===== config.mk =====
export PLATFORM = sky130hd
export DESIGN_NAME = ref_stepper
export DESIGN_NICKNAME = d
export VERILOG_FILES = /design/src/rtl/refsel_pkg.sv /design/src/rtl/refsel_tick.sv /design/src/rtl/refsel_debounce.sv /design/src/rtl/refsel_oneshot.sv /design/src/rtl/refsel_seq.sv /design/src/rtl/ref_stepper.sv
export SDC_FILE = /design/constraint.sdc
export NUM_CORES = 1
export LEC_CHECK = 0
export CAP_MARGIN = 25
export CORE_MARGIN = 2
export CORE_UTILIZATION = 56
export DETAILED_ROUTE_END_ITERATION = 16
export GPL_TIMING_DRIVEN = 0
export PLACE_DENSITY = 0.8
export SLEW_MARGIN = 20
export SYNTH_ARGS = -nofsm -noshare
export SYNTH_HDL_FRONTEND = slang
export SYNTH_HIERARCHICAL = 1
export SYNTH_SLANG_ARGS = --single-unit

===== constraint.sdc =====
create_clock -name clk -period 2.5 [get_ports clk]
set_input_delay 0.5 -clock clk [delete_from_list [all_inputs] [get_ports clk]]
set_output_delay 0.5 -clock clk [all_outputs]
set_load 0.03 [all_outputs]

===== src/rtl/refsel_pkg.sv =====
package refsel_pkg;
   localparam int SEQ_LEN = 6;
   localparam int REF_W   = 8;
   localparam int IDX_W   = $clog2(SEQ_LEN);

   typedef logic [IDX_W-1:0] idx_t;
   typedef logic [REF_W-1:0] ref_t;

   // level held at each list position
   function automatic ref_t level_at(idx_t i);
      case (i)
         IDX_W'(0): level_at = REF_W'(250);
         IDX_W'(1): level_at = REF_W'(180);
         IDX_W'(2): level_at = REF_W'(130);
         IDX_W'(3): level_at = REF_W'(100);
         IDX_W'(4): level_at = REF_W'(70);
         IDX_W'(5): level_at = REF_W'(40);
         default:   level_at = REF_W'(250);
      endcase
   endfunction

   // successor of a level in the list, wrapping at the end
   function automatic ref_t level_after(ref_t v);
      case (v)
         REF_W'(250): level_after = REF_W'(180);
         REF_W'(180): level_after = REF_W'(130);
         REF_W'(130): level_after = REF_W'(100);
         REF_W'(100): level_after = REF_W'(70);
         REF_W'(70):  level_after = REF_W'(40);
         default:     level_after = REF_W'(250);
      endcase
   endfunction
endpackage


===== src/rtl/refsel_tick.sv =====
module refsel_tick #(
   parameter int CLK_DIV = 125000
) (
   input  logic clk,
   input  logic rst,
   output logic tick
);
   localparam int CW = (CLK_DIV > 2) ? $clog2(CLK_DIV) : 1;

   logic [CW-1:0] cnt;

   assign tick = (cnt == CW'(CLK_DIV - 1));

   always_ff @(posedge clk) begin
      if (rst)       cnt <= '0;
      else if (tick) cnt <= '0;
      else           cnt <= cnt + 1'b1;
   end
endmodule


===== src/rtl/refsel_debounce.sv =====
module refsel_debounce #(
   parameter int SYNC_STAGES = 2,
   parameter int DEB_SAMPLES = 4
) (
   input  logic clk,
   input  logic rst,
   input  logic tick,
   input  logic btn_raw,
   output logic level
);
   localparam int DCW = (DEB_SAMPLES > 2) ? $clog2(DEB_SAMPLES) : 1;

   logic [SYNC_STAGES-1:0] sync_q;
   logic [DCW-1:0]         run_cnt;
   logic                   sample;

   // synchronizer chain, one flop per stage, stepping on the enable
   for (genvar s = 0; s < SYNC_STAGES; s++) begin : g_sync
      if (s == 0) begin : g_first
         always_ff @(posedge clk) begin
            if (rst)       sync_q[0] <= 1'b0;
            else if (tick) sync_q[0] <= btn_raw;
         end
      end else begin : g_next
         always_ff @(posedge clk) begin
            if (rst)       sync_q[s] <= 1'b0;
            else if (tick) sync_q[s] <= sync_q[s-1];
         end
      end
   end

   assign sample = sync_q[SYNC_STAGES-1];

   always_ff @(posedge clk) begin
      if (rst) begin
         level   <= 1'b0;
         run_cnt <= '0;
      end else if (tick) begin
         if (sample == level) begin
            run_cnt <= '0;
         end else if (run_cnt == DCW'(DEB_SAMPLES - 1)) begin
            level   <= sample;
            run_cnt <= '0;
         end else begin
            run_cnt <= run_cnt + 1'b1;
         end
      end
   end
endmodule


===== src/rtl/refsel_oneshot.sv =====
module refsel_oneshot (
   input  logic clk,
   input  logic rst,
   input  logic tick,
   input  logic level,
   output logic pulse
);
   logic level_d;

   always_ff @(posedge clk) begin
      if (rst) begin
         level_d <= 1'b0;
         pulse   <= 1'b0;
      end else if (tick) begin
         level_d <= level;
         pulse   <= level & ~level_d;
      end else begin
         pulse   <= 1'b0;
      end
   end
endmodule


===== src/rtl/refsel_seq.sv =====
module refsel_seq
   import refsel_pkg::*;
(
   input  logic clk,
   input  logic rst,
   input  logic step,
   output ref_t ref_val
);
   idx_t idx;

   always_ff @(posedge clk) begin
      if (rst)
         idx <= '0;
      else if (step)
         idx <= (idx == IDX_W'(SEQ_LEN - 1)) ? '0 : idx + 1'b1;
   end

   assign ref_val = level_at(idx);
endmodule


===== src/rtl/ref_stepper.sv =====
module ref_stepper
   import refsel_pkg::*;
#(
   parameter int CLK_DIV     = 125000,
   parameter int SYNC_STAGES = 2,
   parameter int DEB_SAMPLES = 4
) (
   input  logic             clk,
   input  logic             rst,
   input  logic             btn_raw,
   output logic [REF_W-1:0] ref_val,
   output logic             press_pulse
);
   if (CLK_DIV < 2)     begin : g_bad_div  $error("CLK_DIV must be at least 2");     end
   if (SYNC_STAGES < 1) begin : g_bad_sync $error("SYNC_STAGES must be at least 1"); end
   if (DEB_SAMPLES < 2) begin : g_bad_deb  $error("DEB_SAMPLES must be at least 2"); end

   logic tick;
   logic deb_level;

   refsel_tick #(.CLK_DIV(CLK_DIV)) u_tick (
      .clk(clk), .rst(rst), .tick(tick)
   );

   refsel_debounce #(.SYNC_STAGES(SYNC_STAGES), .DEB_SAMPLES(DEB_SAMPLES)) u_deb (
      .clk(clk), .rst(rst), .tick(tick), .btn_raw(btn_raw), .level(deb_level)
   );

   refsel_oneshot u_shot (
      .clk(clk), .rst(rst), .tick(tick), .level(deb_level), .pulse(press_pulse)
   );

   refsel_seq u_seq (
      .clk(clk), .rst(rst), .step(press_pulse), .ref_val(ref_val)
   );
endmodule


# [Word level (Yosys, flattened, before mapping)]
# Cells that the tools add are included.
[totals] output_inout_bits=9 ff_bits=27 inputBits=3 word_cells=30
[classes] bitwise=4 addsub=3 mux=4 n_reduce_logical=3 eq_ne=8
[ops] op="$pmux 8 s5" n=1
[ops] op="$add 17x1->17 const B" n=1
[ops] op="$eq 17x17->1 const B" n=1
[ops] op="$eq 3x2->1 const B" n=2
[ops] op="$eq 3x3->1 const B" n=2
[ops] op="$mux 2" n=2
[ops] op="$reduce_or 2->1" n=2
[ops] op="$add 3x1->3 const B" n=1
[ops] op="$eq 3x1->1 const B" n=1
[ops] op="$mux 3" n=1
[ops] op="$not 1->1" n=3
[ops] op="$reduce_and 3->1" n=1
[ops] op="$add 2x1->2 const B" n=1
[ops] op="$eq 2x2->1 const B" n=1
[ops] op="$and 1x1->1" n=1
[ops] op="$eq 1x1->1" n=1

# [Depth between registers and ports, before layout]
# Gate-level depths: netlist of the first run.
[depth] depth_word=3 mapped_depth=7 depth_no_buf=5

# [Modules after synthesis]
# The synthesis of the first run kept the hierarchy.
[by_module_without_submodules] mod="refsel_tick" area_each_um2=800.8 n_inst=1 cells_each=90 seq_area_each_um2=340.3
[by_module_without_submodules] mod="refsel_seq" area_each_um2=294.0 n_inst=1 cells_each=40 seq_area_each_um2=60.1
[by_module_without_submodules] mod="refsel_debounce" area_each_um2=222.7 n_inst=1 cells_each=21 seq_area_each_um2=100.1
[by_module_without_submodules] mod="refsel_oneshot" area_each_um2=66.3 n_inst=1 cells_each=5 seq_area_each_um2=40.0

# [Least setup slack after synthesis of the first run]
# OpenSTA, ideal clock, no wires.
[synth_timing] kind="reg-to-output" start="register u_seq.idx[2]" end="output port ref_val[6]" arrival_ns=1.724 stages_incl_launch_ff=8 path_buffers=2 required_ns=2.000 slack_ns=0.276 path_cell_list="dfxtp_1 buf_4 inv_2 ha_1 buf_2 nor2_1 nor3_1 a311oi_1"
[synth_between] elab_chain_len=2 elab_cells_between_ends=6 classes_between="eq/ne (5); mux (1)"
[synth_lines] element="start: declaration" line_no="refsel_seq.sv:9" text="idx_t idx;"
[synth_lines] element="start signal: assignment" line_no="refsel_seq.sv:15" text="idx <= (idx == IDX_W'(SEQ_LEN - 1)) ? '0 : idx + 1'b1;"
[synth_lines] element="$eq 3x3->1, or another cell as far along" line_no="refsel_pkg.sv:11" text="case (i)"
[synth_lines] element="$pmux 8 s5 (*)" line_no="refsel_pkg.sv:11"
[synth_lines] element="end: declaration" line_no="ref_stepper.sv:11" text="output logic [REF_W-1:0] ref_val,"
# Every way passes the cells marked *; elsewhere a longest branch is shown, timed or not.

# [Final worst setup path of the first run]
[layout_timing] start="register u_seq.idx[2]" end="output port ref_val[3]"
# The elaborated chain is that of the path after synthesis.

==> results.cfg, run 1 <==
[sta]
fmax_mhz = 422.8
fin_crit_sh_pct = 94.61
tightest_slew_ns = 0.5608
relSlewSlack_pct = 62.49
final_hold_viol_count = 0
timing.hold.ws_ns = 0.5053
min_period_ns = 2.365
timing.final.ws_setup_ns = 0.1347
skew_ns = 0.003385
finalSetupViolCount = 0
slew_violations = 0

[clock_tree]
cts_tree = built
cts.clk_slew.worst_paths_ns = 0.14
cts.htree.levels = 1
cts_setup_buffers = 0
clockBufferDepth = 2
numCtsBuffers = 3
cts-root-buf = clkbuf_4
clk-insertion-delay-late_ns = 0.33
hold_buffers = 0
clock-sinks = 27

[detailed_routing]
wl_um = 2529
wl_per_cell_um = 12.65
drc = 0
dr.pass1.iters = 4
drt-initial-drc-count = 12
vias = 1125
vias_per_cell = 5.625
postRouteAntennaNets = 0

[outcome]
status = finished clean

[worst_setup_path]
cp.required_ns = 2.00
path_max_fanout = 9
cp.arrival_ns = 1.87
crit_type = reg2out
end_kind = output pin
start_kind = flip-flop

[global_route]
use_met3_pct = 3.333
grt_max_degree = 16
grt_overflow_total = 0
grtUsageMet2_pct = 33.13
top_usage_layer = met2
grt_use_met1_pct = 26.91
antenna_found_initial = 0
grt_usage_pct = 20.99
grt_pass1_vias = 1009
grt_pass1_wl_um = 4298

[logic_synthesis]
synth_ff_type = dfxtp_1
synth-seq-cells = 27
synth_cells = 156
seq_area_frac_synth_pct = 39.06
syn_area_um2 = 1384
synth_edf_count = 0
yosysUniqueCellTypes = 38
syn_area_per_cell_um2 = 8.871
synth_fp_nets = 163
async_flop_share_pct = 0
yosys_warnings = 6

[floorplan]
rows = 18
die_h_um = 53.71
io_pins = 12
fp.dieW_um = 53.71
dieArea_um2 = 2885
start_util_pct = 57.42
core_um2 = 2410

[run]
cap_violations = 0

[power]
p_int_uw = 506.4
comb_power_share_pct = 4.2
p_per_area_nw_per_um2 = 426.6
p_seq_share_pct = 67.1
switching_power_uw = 149.7
p_clk_share_pct = 28.7
sw_frac_of_total_pct = 22.81
totalPowerFinal_uw = 656.0
ir_drop_v = 0.0003837
p_leak_uw = 0.0005224

[finish]
final_common_cell = nor2_1
layout_common_cells = nor2_1 (28), dfxtp_1 (26), xnor2_1 (17)
drive_gt1_share_pct = 15.29
final_area_um2 = 1538
diodes = 0
layout.nets = 178
areaGrowthSynthToFinish_pct = 11.12
layoutNonFillerInstCount = 200

[worst_hold_path]
hp-class = reg2reg

[place]
routabilityCongestion = 0.7923
placed_cells = 196
dp_hpwl_um = 1812
placedInstanceArea_um2 = 1521
port_buffers = 10
dp_slack_ns = -0.06897
## registers in the layout, indices dropped and copies added, names as in the netlist
register        flops
u_deb/level         1
u_deb/run_cnt       2
u_deb/sample        1
u_deb/sync_q        1
u_seq/idx           3
u_shot/level_d      1
u_shot/pulse        1
u_tick/cnt         17
## metal layers
metal  vias up  part of all wire (%)
li1        579                     -
met1       523                    47
met2        18                    48
met3         5                   3.4
met4         0                   1.9
met5         -                     0
## stage by stage
stage                TNS (ns)  utilization [%]
floorplan                   0                -
global placement    -0.007465            63.14
detailed placement   -0.06897            63.14
CTS                  -0.08293            64.33
global route        -0.005274            63.81
finish                      0            63.81
## Yosys cell counts, types with 3 or more instances
cell	n	area (µm²)
nor4_1	6	37.54
xnor2_1	17	148.9
nor2_1	28	105.1
buf_4	3	22.52
ha_1	4	50.05
mux2i_1	4	40.04
inv_1	4	15.01
nand3_1	8	40.04
nand4_1	7	43.79
nand2_1	8	30.03
nor3_1	7	35.03
dfxtp_1	27	540.5
## timing repair
action,CTS,global route
cloned,0,0
resized for setup,15,23
endpoints found under the setup margin,7,8
## path summary, 6_finish.rpt
kind | start | end | slack (ns) | cells past startpoint
max | u_seq/idx[2] | ref_val[3] | 0.13 | 8
min | u_deb/sample | u_deb/level | 0.51 | 2
max reg2reg | u_tick/cnt[6] | u_deb/run_cnt[0] | 0.15 | 6
min reg2reg | u_deb/sample | u_deb/level | 0.51 | 2
## final cells by class
| cell class | count | area [µm²] |
|---|---|---|
| Inverter | 5 | 18.77 |
| Fill cell | 192 | 872.1 |
| Clock inverter | 1 | 5.005 |
| Clock buffer | 3 | 22.52 |
| Sequential cell | 27 | 541.8 |
| Timing Repair Buffer | 10 | 70.07 |
| Tap cell | 30 | 37.54 |
| Multi-Input combinational cell | 117 | 783.3 |
| Buffer | 7 | 58.81 |
## critical path, stage by stage (launching register included)
cell and delay (ns):
dfxtp_1 0.35, buf_6 0.13, inv_2 0.07, ha_1 0.18, buf_2 0.16, nand2b_4 0.17, nor2b_1 0.13, o22ai_1 0.16
buf_4 0.18
## power groups by stage
stage                     Clock (µW)  Combinational [µW]  Sequential, µW
after floorplan                    0                18.7             448
after global routing             212                30.8             442
final                            188                27.5             440
after detailed placement           0                27.3             450
after global placement             0                27.2             450
after CTS                        191                27.5             440
## logic make-up (layout without fill, tap and decap cells)
| logic type | after synthesis | count (layout) | share of synthesized area [%] |
|---|---|---|---|
| AOI/OAI and AO/OA | 14 | 14 | 9.223 |
| xor gates and xnor gates | 19 | 19 | 12.03 |
| buffers and inverters | 12 | 26 | 5.334 |
| and+or+nand+nor | 75 | 75 | 27.58 |
| DFF | 27 | 27 | 39.06 |
| other | 1 | 1 | 0.2710 |
| muxes | 4 | 4 | 2.893 |
| adders and majority gates | 4 | 4 | 3.617 |
Power figures use the tool's default switching activity.
==> run 2, diff against run 1 <==
--- a/config.mk
+++ b/config.mk
@@ -5,7 +5,7 @@
 export SDC_FILE = /design/constraint.sdc
 export NUM_CORES = 1
 export LEC_CHECK = 0
-export CAP_MARGIN = 25
+export CAP_MARGIN = 40
 export CORE_MARGIN = 2
 export CORE_UTILIZATION = 56
 export DETAILED_ROUTE_END_ITERATION = 16
==> results of run 2 <==
Same layout as run 1: the final DEF is identical, and so are final timing and power.
==> run 3, diff against run 2 <==
==> constraint.sdc (replaced) <==
create_clock -name clk -period 2.4 [get_ports clk]
set_input_delay 0.48 -clock clk [delete_from_list [all_inputs] [get_ports clk]]
set_output_delay 0.48 -clock clk [all_outputs]
set_load 0.03 [all_outputs]
==> run 3 against run 2 <==
Compared with the run above:
- die area unchanged
- setup slack better by 0.026 ns
- clock power grew 4%
- combinational power is 4% higher
- sequential share of layout area fell by 0.32 points
- via count hardly changed
- final area up 1.1%
- final cell count fell by 0.50%
- critical path depth shrank 2
- core utilization rose by 0.73 points
- first-iteration DRC count is 8.3% lower
==> results.cfg, run 3 (synthesized netlist as in run 1, its figures left out) <==
[outcome]
status = finished clean

[worst_setup_path]
start_kind = flip-flop
cp.required_ns = 1.92
r2r_start = u_tick/cnt[8]
path_max_fanout = 9
cp.arrival_ns = 1.76
startpoint = u_seq/idx[1]
worstRegToRegCells = 6
cp.buffers_inverters = 1
crit_end = ref_val[3]
rr_endpoint = u_deb/run_cnt[0]
critPathTopFamily = simple AND/OR/NAND/NOR gates
end_kind = output pin
worstPathCellList = and2_1 > ha_2 > nand2b_4 > nor2b_1 > o22ai_1 > buf_4
rrSetupSlack_ns = 0.21
crit_type = reg2out
cpPeakStageDelay_ns = 0.38
crit_cells = 6
slowest_stage = dfxtp_2

[worst_hold_path]
worstHoldStart = u_deb/sample
hp-class = reg2reg

[sta]
finalSetupViolCount = 0
slew_violations = 0
skew_ns = 0.002101
tns_ns = 0
final_hold_viol_count = 0
tightest_slew_ns = 0.5557
relSlewSlack_pct = 62.83
rsz0062_at_grt = false
fmax_mhz = 446.5
timing.final.ws_setup_ns = 0.1604
timing.hold.ws_ns = 0.5053
fin_crit_sh_pct = 93.32
min_period_ns = 2.240

[detailed_routing]
postRouteAntennaNets = 0
drt-initial-drc-count = 11
wl_um = 2526
wl_per_cell_um = 12.69
drc = 0
vias = 1126
dr.pass1.iters = 4
vias_per_cell = 5.658

[power]
p_clk_share_pct = 28.6
switching_power_uw = 154.6
p_per_area_nw_per_um2 = 438.6
ir_drop_v = 0.0003997
sw_frac_of_total_pct = 22.67
p_leak_uw = 0.0005175
p_int_uw = 527.4
comb_power_share_pct = 4.2
totalPowerFinal_uw = 682.1
p_seq_share_pct = 67.3

[place]
placedInstanceArea_um2 = 1521
routabilityCongestion = 0.7923
port_buffers = 10
dp_hpwl_um = 1812
dp_slack_ns = -0.1490

[finish]
final_common_cell = nor2_1
reg_top3 = u_tick/cnt x17, u_seq/idx x3, u_deb/run_cnt x2
filler_cell_count = 190
diodes = 0
drive_gt1_share_pct = 16.57
seqCellArea_um2 = 543.0
largest_reg_flops = 17
layout.nets = 177
layout_common_cells = nor2_1 (28), dfxtp_1 (25), xnor2_1 (17)
multi_input_area_um2 = 800.8
regMostFlops = u_tick/cnt
final_area_um2 = 1555
areaGrowthSynthToFinish_pct = 12.39

[clock_tree]
clockBufferDepth = 2
cts_tree = built
cts.htree.levels = 1
cts_setup_buffers = 0
numCtsBuffers = 3
cts-root-buf = clkbuf_4
cts.clk_slew.worst_paths_ns = 0.14
clock-sinks = 27
clk-insertion-delay-late_ns = 0.33
hold_buffers = 0

[run]
cap_violations = 0

[global_route]
antenna_found_initial = 0
grt_usage_pct = 21.75
grt_overflow_total = 0
grt_pass1_wl_um = 4450
grt_max_degree = 16
grt_pass1_vias = 1019

[floorplan]
dieArea_um2 = 2885
die_h_um = 53.71
core_um2 = 2410
fp.dieW_um = 53.71
start_util_pct = 57.42
io_pins = 12
rows = 18
run 3: cell types whose count changed in the layout (fill, tap and decap cells not counted):
cell,delta
buf_2,+1
buf_4,-1
clkbuf_2,-2
clkdlybuf4s15_2,+1
dfxtp_1,-1
dfxtp_2,+1
ha_1,-1
ha_2,+1
nor4_2,-1
nor4_4,+1
nor4b_1,-1
nor4b_2,+1
run 3: area by class of cell:
type	instances	share of cell area, %
inverters	5	1.207
repair buffers	10	4.747
plain buffers	6	3.459
clock buffers	3	1.448
flip-flops and latches	27	34.92
clock inverters	1	0.3218
multi-input cells	117	51.49
well taps	30	2.414
run 3: tightest hold or removal path, cell delays in order, from the launching register on:
cell,delay (ns)
dfxtp_1,0.35
nand3_1,0.07
a21oi_1,0.05
run 3: metrics by stage:
stage,utilization [%],cells
final,64.54,199
after floorplan,-,156
after global placement,63.14,196
after global routing,64.54,199
after detailed placement,63.14,196
after CTS,64.23,200
run 3: power groups by stage:
| stage | combinational (µW) | sequential (µW) | clock [µW] |
|---|---|---|---|
| 2_1_floorplan | 19.5 | 467 | 0 |
| 3_3_place_gp | 28.3 | 468 | 0 |
| 3_5_place_dp | 28.4 | 468 | 0 |
| 4_1_cts | 28.6 | 459 | 199 |
| 5_1_grt | 32.1 | 460 | 221 |
| 6_report | 28.6 | 459 | 195 |
run 3: per-layer routing:
metal	global-route usage, %	wire length (µm)
met3	3.333	85
met2	34.76	1231
met5	0	0
met1	27.78	1161
met4	12.39	48
run 3: worst min path at each step:
stage / end / cells past startpoint
4_1_cts: u_deb/level / 2
2_1_floorplan: u_shot/level_d / 2
3_3_place_gp: u_shot/level_d / 2
5_1_grt: u_shot/level_d / 2
6_report: u_deb/level / 2
3_5_place_dp: u_tick/cnt[0] / 1
run 3: timing repair:
item,in CTS,in global routing
gates cloned,0,0
endpoints found under the hold margin,0,0
gates resized for setup,32,9
endpoints found under the setup margin,8,8
